===== src/rtl/sc_wait_pkg.sv =====
package sc_wait_pkg;
  parameter int unsigned LIM_W   = 16;
  parameter int unsigned CNT_W   = 22;  // holds 60 * (2^16-1)
  parameter int unsigned T0_MULT = 60;
endpackage


===== src/rtl/sc_wait_limit_reg.sv =====
module sc_wait_limit_reg #(
  parameter int unsigned W = sc_wait_pkg::LIM_W
) (
  input  logic         clk_i,
  input  logic         rst_ni,
  input  logic         we_i,
  input  logic [W-1:0] wdata_i,
  output logic [W-1:0] q_o
);
  always_ff @(posedge clk_i or negedge rst_ni) begin
    if (!rst_ni)   q_o <= '0;
    else if (we_i) q_o <= wdata_i;
  end
endmodule


===== src/rtl/sc_wait_scale.sv =====
module sc_wait_scale #(
  parameter int unsigned LIM_W = sc_wait_pkg::LIM_W,
  parameter int unsigned CNT_W = sc_wait_pkg::CNT_W,
  parameter int unsigned MULT  = sc_wait_pkg::T0_MULT
) (
  input  logic [LIM_W-1:0] raw_i,
  input  logic             t1_i,
  output logic [CNT_W-1:0] lim_o
);
  logic [CNT_W-1:0] base;
  // zero never disables: treat as one unit
  always_comb begin
    base = (raw_i == '0) ? CNT_W'(1) : CNT_W'(raw_i);
    lim_o = t1_i ? base : CNT_W'(base * CNT_W'(MULT));
  end
endmodule


===== src/rtl/sc_wait_timer.sv =====
module sc_wait_timer #(
  parameter int unsigned CNT_W = sc_wait_pkg::CNT_W
) (
  input  logic             clk_i,
  input  logic             rst_ni,
  input  logic             en_i,
  input  logic             restart_i,
  input  logic             stop_i,
  input  logic             tick_i,
  input  logic [CNT_W-1:0] lim_i,
  output logic             armed_o,
  output logic [CNT_W-1:0] cnt_o,
  output logic             viol_o
);
  localparam logic [CNT_W-1:0] CntMax = '1;
  logic tripped_q;

  assign viol_o = en_i && armed_o && tick_i && !restart_i && !stop_i &&
                  !tripped_q && (cnt_o >= lim_i);

  always_ff @(posedge clk_i or negedge rst_ni) begin
    if (!rst_ni) begin
      armed_o   <= 1'b0;
      cnt_o     <= '0;
      tripped_q <= 1'b0;
    end else if (!en_i) begin
      armed_o   <= 1'b0;
      cnt_o     <= '0;
      tripped_q <= 1'b0;
    end else if (restart_i || stop_i) begin
      armed_o   <= restart_i;
      cnt_o     <= '0;
      tripped_q <= 1'b0;
    end else begin
      if (armed_o && tick_i && cnt_o != CntMax) cnt_o <= cnt_o + 1'b1;
      if (viol_o) tripped_q <= 1'b1;
    end
  end
endmodule


===== src/rtl/sc_wait_flag.sv =====
module sc_wait_flag (
  input  logic clk_i,
  input  logic rst_ni,
  input  logic set_i,
  input  logic clr_i,
  output logic q_o
);
  always_ff @(posedge clk_i or negedge rst_ni) begin
    if (!rst_ni) q_o <= 1'b0;
    else         q_o <= set_i | (q_o & ~clr_i);  // set wins
  end
endmodule


===== src/rtl/sc_wait_mon.sv =====
module sc_wait_mon
  import sc_wait_pkg::*;
(
  input  logic             clk_i,
  input  logic             rst_ni,
  input  logic             en_i,
  input  logic             proto_t1_i,
  input  logic             lim_we_i,
  input  logic [LIM_W-1:0] lim_wdata_i,
  output logic [LIM_W-1:0] lim_rdata_o,
  input  logic             etu_tick_i,
  input  logic             rx_start_i,
  input  logic             tx_start_i,
  input  logic             err_clr_i,
  output logic             wait_err_o
);
  logic [CNT_W-1:0] lim_eff;
  logic [CNT_W-1:0] cnt_q;
  logic             armed_q;
  logic             viol;
  logic             restart;
  logic             stop;

  assign restart = en_i && rx_start_i;
  // T=0: a transmitted start closes the interval
  assign stop    = en_i && !proto_t1_i && tx_start_i && !rx_start_i;

  sc_wait_limit_reg #(.W(LIM_W)) u_lim (
    .clk_i, .rst_ni, .we_i(lim_we_i), .wdata_i(lim_wdata_i), .q_o(lim_rdata_o)
  );

  sc_wait_scale #(.LIM_W(LIM_W), .CNT_W(CNT_W), .MULT(T0_MULT)) u_scale (
    .raw_i(lim_rdata_o), .t1_i(proto_t1_i), .lim_o(lim_eff)
  );

  sc_wait_timer #(.CNT_W(CNT_W)) u_tmr (
    .clk_i, .rst_ni, .en_i, .restart_i(restart), .stop_i(stop),
    .tick_i(etu_tick_i), .lim_i(lim_eff),
    .armed_o(armed_q), .cnt_o(cnt_q), .viol_o(viol)
  );

  sc_wait_flag u_flag (
    .clk_i, .rst_ni, .set_i(viol), .clr_i(err_clr_i), .q_o(wait_err_o)
  );
endmodule


===== config.mk =====
export PLATFORM = sky130hd
export DESIGN_NAME = sc_wait_mon
export DESIGN_NICKNAME = d
export VERILOG_FILES = /design/src/rtl/sc_wait_pkg.sv /design/src/rtl/sc_wait_limit_reg.sv /design/src/rtl/sc_wait_scale.sv /design/src/rtl/sc_wait_timer.sv /design/src/rtl/sc_wait_flag.sv /design/src/rtl/sc_wait_mon.sv
export SDC_FILE = /design/constraint.sdc
export NUM_CORES = 1
export LEC_CHECK = 0
export BUFFER_PORTS_ARGS = -buffer_cell sky130_fd_sc_hd__buf_2
export CORE_MARGIN = 2
export CORE_UTILIZATION = 30
export DETAILED_ROUTE_END_ITERATION = 7
export PLACE_DENSITY_LB_ADDON = 0.25
export REMOVE_ABC_BUFFERS = 1
export SETUP_SLACK_MARGIN = 0.1
export SYNTH_ARGS = -nofsm -noshare
export SYNTH_HDL_FRONTEND = slang
export SYNTH_SLANG_ARGS = --single-unit
export TNS_END_PERCENT = 50

===== constraint.sdc =====
create_clock -name clk_i -period 13.1 [get_ports clk_i]
set_clock_uncertainty 0.2 [all_clocks]
set_input_delay 1.965 -clock clk_i [delete_from_list [all_inputs] [get_ports clk_i]]
set_output_delay 1.965 -clock clk_i [all_outputs]
set_load 0.02 [all_outputs]

# Word-level counts from Yosys, hierarchy flattened
# Index checks and enable logic that the tools add are counted.
# op_classes
n_bitwise	3
n_reduce_logical	19
addsub	1
n_lt_le_gt_ge	1
eq_ne	4
n_mux	10
multipliers	1
# op_table
cell	n
2-to-1 mux 22 bit	4
adder 22 x 1 -> 22 bit, second input constant	1
>= comparator 22 bit	1
multiplier 22 x 4 -> 20 bit, second input constant	1
inequality test 22 bit, second input constant	1
logical NOT 16 bit	1
2-to-1 mux 16 bit	1
logical AND 1 bit	12
inequality test 3 x 1 -> 1 bit, second input constant	2
logical NOT 1 bit	5
2-to-1 mux 1 bit	5
inequality test 2 x 1 -> 1 bit, second input constant	1
bitwise AND 1 bit	1
logical OR 1 bit	1
inverter 1 bit	1
bitwise OR 1 bit	1
# word_totals
output_inout_bits	17
wordCells	44
inputBits	25
ff_bits	41

# Depth between registers and ports, before layout
# depth
ltp_word	11
depth_mapped	26

# Modules after synthesis
# From an unflattened synthesis, not the netlist that was laid out.
# hier_totals
hier_cells	528
hier_area_um2	4837.1
# modules_own_cells
module	n_inst	area_each_um2	cells_per_inst
sc_wait_scale	1	2174.6	274
sc_wait_timer	1	1956.9	215
sc_wait_limit_reg	1	649.4	34
sc_wait_flag	1	36.3	3
sc_wait_mon	1	20.0	2

# Worst setup path before layout
# No wires, ideal clock.
# synth_timing
path_kind	register -> register
startpoint	register u_lim.q_o[14]
endpoint	register u_flag.q_o
stages_incl_launch_ff	22
t_required_ps	12790
arrival_time_ps	5119
synth_period_minus_slack_ps	5429
setup_time_ps	110
setup_slack_ps	7671
path_buffers	1
path_cell_list	dfrtp_1 -> inv_1 -> ha_1 -> nor4b_1 -> nand3_1 -> clkbuf_1 -> o21ai_0 -> ha_1 -> or2_2 -> fa_1 -> ha_1 -> a211oi_2 -> nor2_1 -> o211a_1 -> or3b_4 -> a31oi_1 -> mux2i_1 -> ha_1 -> nand4_1 -> or3_1 -> o21a_1 -> o41ai_1
# synth_between
elab_chain_cells	7
# synth_lines
element	line_no	rtl
start: declaration	sc_wait_limit_reg.sv:8	output logic [W-1:0] q_o
start signal: assignment	sc_wait_limit_reg.sv:12	else if (we_i) q_o <= wdata_i;
logical NOT 16 bit	sc_wait_scale.sv:13	base = (raw_i == '0) ? CNT_W'(1) : CNT_W'(raw_i);
2-to-1 mux 16 bit (*)	sc_wait_scale.sv:13	
multiplier 22 x 4 -> 20 bit	sc_wait_scale.sv:14	lim_o = t1_i ? base : CNT_W'(base * CNT_W'(MULT));
2-to-1 mux 22 bit (*)	sc_wait_scale.sv:14	
>= comparator 22 bit (*)	sc_wait_timer.sv:19	!tripped_q && (cnt_o >= lim_i);
logical AND 1 bit (*)	sc_wait_timer.sv:19	
bitwise OR 1 bit (*)	sc_wait_flag.sv:10	else q_o <= set_i | (q_o & ~clr_i);
end signal: assignment	sc_wait_flag.sv:10	
end: declaration	sc_wait_flag.sv:6	output logic q_o
# Every way passes the cells marked *; elsewhere a longest branch is shown, timed or not.
# A chain may end at the register's enable or synchronous reset.

# Worst setup path in the final report
# Ends and elaborated chain as after synthesis.

==> results.md <==
- DRT Wirelength: 9.86 mm
- Post-detailed-route count of antenna-violating nets: 0
- Total grt overflow: 0
- # IOs: 42
- TritonCTS clock tree: built
- Seq/Total Area, Yosys: 0.248
- I/O Buffers: 41
- Fin crit period: 6.04 ns
- Crit path max-delay family: compound AO/OA/AOI/OAI gates
- Die area: 0.0148 mm2
- Hold slack: 0.293 ns
- Worst-skew pair later-pin latency: 0.29 ns
- H-tree levels: 2
- Top cells by count, synth: inv_1 (50), nand2_1 (50), ha_1 (49), dfrtp_1 (41), nor2_1 (40)
- Layout Nets: 613
- Largest net degree at the start of global routing: 42
- Max stage delay on crit path: 0.44 ns
- Cells on worst reg2reg path: 23
- Maximum VDD drop: 0.0647 mV
- Vias: 3444
- 1st-pass router iterations: 4
- WL/cell: 14.3 um
- Layout cells sized above 1: 0.109
- Mapped Cells: 478
- Max Cap Viol: 0
- Resize count post-CTS: 0
- HP Class: reg2reg
- Post-CTS setup buffer count: 0
- Asr flop ratio synth: 1.00
- Total core area: 0.0133 mm2
- FMAX: 166 MHz
- Die W: 122 um
- CTS clock-pin slew for the worst setup and hold paths: 0.06 ns
- Crit-path cells: inv_1, ha_1, nor4b_1, nand3_1, nand2_1, inv_1, ha_1, or2_2, fa_1, ha_1, o21ai_0, o21ai_1, a21oi_1, a21oi_1, xor2_1, mux2i_1, ha_1, nand2_1, o21ai_1, a41oi_1, or3_1, o21a_1, o41ai_1
- Gpl congestion: 0.859
- Vias in the first global route: 3419
- Detailed Route Iter0 Violations: 187
- Crit path max fanout: 11
- Synthesized area per cell: 8.67 um2
- Yosys warns: 0
- Post-synthesis register bit count: 41
- R2r startpoint: u_lim.q_o[14]$_DFFE_PN0P_
- Leakage power: 2.21 nW
- CP max stage cell: fa_1
- Primary FF master, synth: dfrtp_1
- Area growth syn-to-layout: 12.5%
- Final setup vio count: 0
- Hold path startpoint: u_flag.q_o$_DFF_PN0_
- RSZ-0062 raised after global routing: false
- Hpwl dp: 8.00 mm
- Max-slew headroom: 0.327
- Library cells used by synthesis: 46
- Hold endpoint: u_flag.q_o$_DFF_PN0_
- Final Max Tran Viols: 0
- Clock buffer count from CTS: 5
- ANT cells: 0
- Slew @ Worst Pin: 1.01 ns
- Critical Path Stages: 23
- Initial antenna violation count: 0
- CP bufs+invs: 2
- Required @ worst endpoint: 13.07 ns
- Aggregate global-route resource usage: 0.141
- Synth area leaders: dfrtp_1 (25%), ha_1 (15%), fa_1 (13%), inv_1 (4.5%), nand2_1 (4.5%)
- Root Buffer: clkbuf_16
- PwrDens: 137 mW/mm2
- RR Endpoint: u_flag.q_o$_DFF_PN0_
- Leading area contributor after synthesis: dfrtp_1
- CP dominant cell by count: ha_1
- Top cell type's share of synthesized area: 0.248
- Startpoint types: register
- Clock Path Buffers: 2
- Final period util: 0.461
- Flop2flop setup slack: 7.06 ns
- Initial Utilization: 0.310
- Crit. End Element: register
- Synth Cell Area: 0.00414 mm2
- EDFF count, synth: 0
- Clock sinks: 41
- First-pass GRT wire length: 16.7 mm
- Die Span Y: 122 um
- Final Hold Vio Count: 0
- WS Path Type: reg2reg
- Vias per cell: 5.00
- Hold_buf cts: 0
- Hold path depth: 2
- Status: complete, no violations
- Num rows: 42
- Drc violations: 0
- CP arrival: 6.01 ns
- Final setup TNS: 0 ns
-- worst max-delay path by stage --
stage                              start                    to
2_1_floorplan  u_lim.q_o[14]$_DFFE_PN0P_  u_flag.q_o$_DFF_PN0_
3_3_place_gp   u_lim.q_o[15]$_DFFE_PN0P_  u_flag.q_o$_DFF_PN0_
3_5_place_dp   u_lim.q_o[14]$_DFFE_PN0P_  u_flag.q_o$_DFF_PN0_
4_1_cts        u_lim.q_o[14]$_DFFE_PN0P_  u_flag.q_o$_DFF_PN0_
5_1_grt        u_lim.q_o[14]$_DFFE_PN0P_  u_flag.q_o$_DFF_PN0_
6_report       u_lim.q_o[14]$_DFFE_PN0P_  u_flag.q_o$_DFF_PN0_
-- flip-flops by register name, summed over array words and instances, names as in the netlist --
register / count
u_tmr.cnt_o: 22
u_lim.q_o: 16
u_flag.q_o: 1
u_tmr.armed_o: 1
u_tmr.tripped_q: 1
-- power by group --
| group | leakage (nW) | internal [mW] | switching [mW] |
|---|---|---|---|
| registers | 0.542 | 0.131 | 0.00734 |
| clock network | 0.0631 | 0.0707 | 0.0530 |
| logic | 1.61 | 0.157 | 0.219 |
| total | 2.21 | 0.359 | 0.279 |
-- through the flow --
stage	instances	util	cell area (um2)	setup WS (ns)	total power [mW]
after global placement	681	0.338	4520	7.18	0.510
after CTS	689	0.349	4660	7.02	0.645
final	689	0.349	4660	7.06	0.638
after floorplan	464	-	4090	7.70	0.429
after detailed placement	681	0.338	4520	7.05	0.516
after global routing	689	0.349	4660	6.52	0.705
-- cell usage in the layout, fill, tap and decap left out, types with 11 or more instances in the layout --
| cell | netlist | routed |
|---|---|---|
| ha_1 | 49 | 49 |
| nor2_1 | 40 | 40 |
| dfrtp_1 | 41 | 41 |
| nand3_1 | 13 | 13 |
| o21ai_0 | 29 | 29 |
| nand2_1 | 50 | 50 |
| xor2_1 | 11 | 11 |
| fa_1 | 27 | 27 |
| buf_2 | 0 | 41 |
| a21oi_1 | 31 | 31 |
| xnor2_1 | 11 | 11 |
| inv_1 | 50 | 50 |
-- per-layer routing --
layer  routed length, um  track usage  part of all wire  up-vias
met5                   0            0                 0        -
met4                 253       0.0474             0.026        0
met3                 370       0.0229             0.038       21
met2                4720        0.230              0.48       65
met1                4520        0.192              0.46     1647
li1                    -            -                 -     1711
-- layout make-up --
cell class / count / area, um2
Multi-Input combinational cell: 373 / 2880
Clock buffer: 6 / 129
Inverter: 50 / 188
Tap cell: 176 / 220
Sequential cell: 41 / 1030
Fill cell: 1437 / 8690
Timing Repair Buffer: 41 / 205
Clock inverter: 2 / 15.0
-- worst min-delay path, cell delays in order (launching register included) --
cell and delay (ns):
dfrtp_1 0.34, nand2b_1 0.06, o41ai_1 0.06
-- logic make-up (layout without fill, tap and decap cells) --
family | Yosys count | after routing | synth area share
AO/OA/AOI/OAI | 104 | 104 | 0.151
XOR/XNOR | 22 | 22 | 0.0465
adder cells (fa/ha/maj) | 76 | 76 | 0.278
buffers and inverters | 64 | 99 | 0.0580
flip-flops | 41 | 41 | 0.248
multiplexers | 8 | 8 | 0.0196
AND/OR/NAND/NOR | 163 | 163 | 0.199
(Power assumes the default switching activity.)
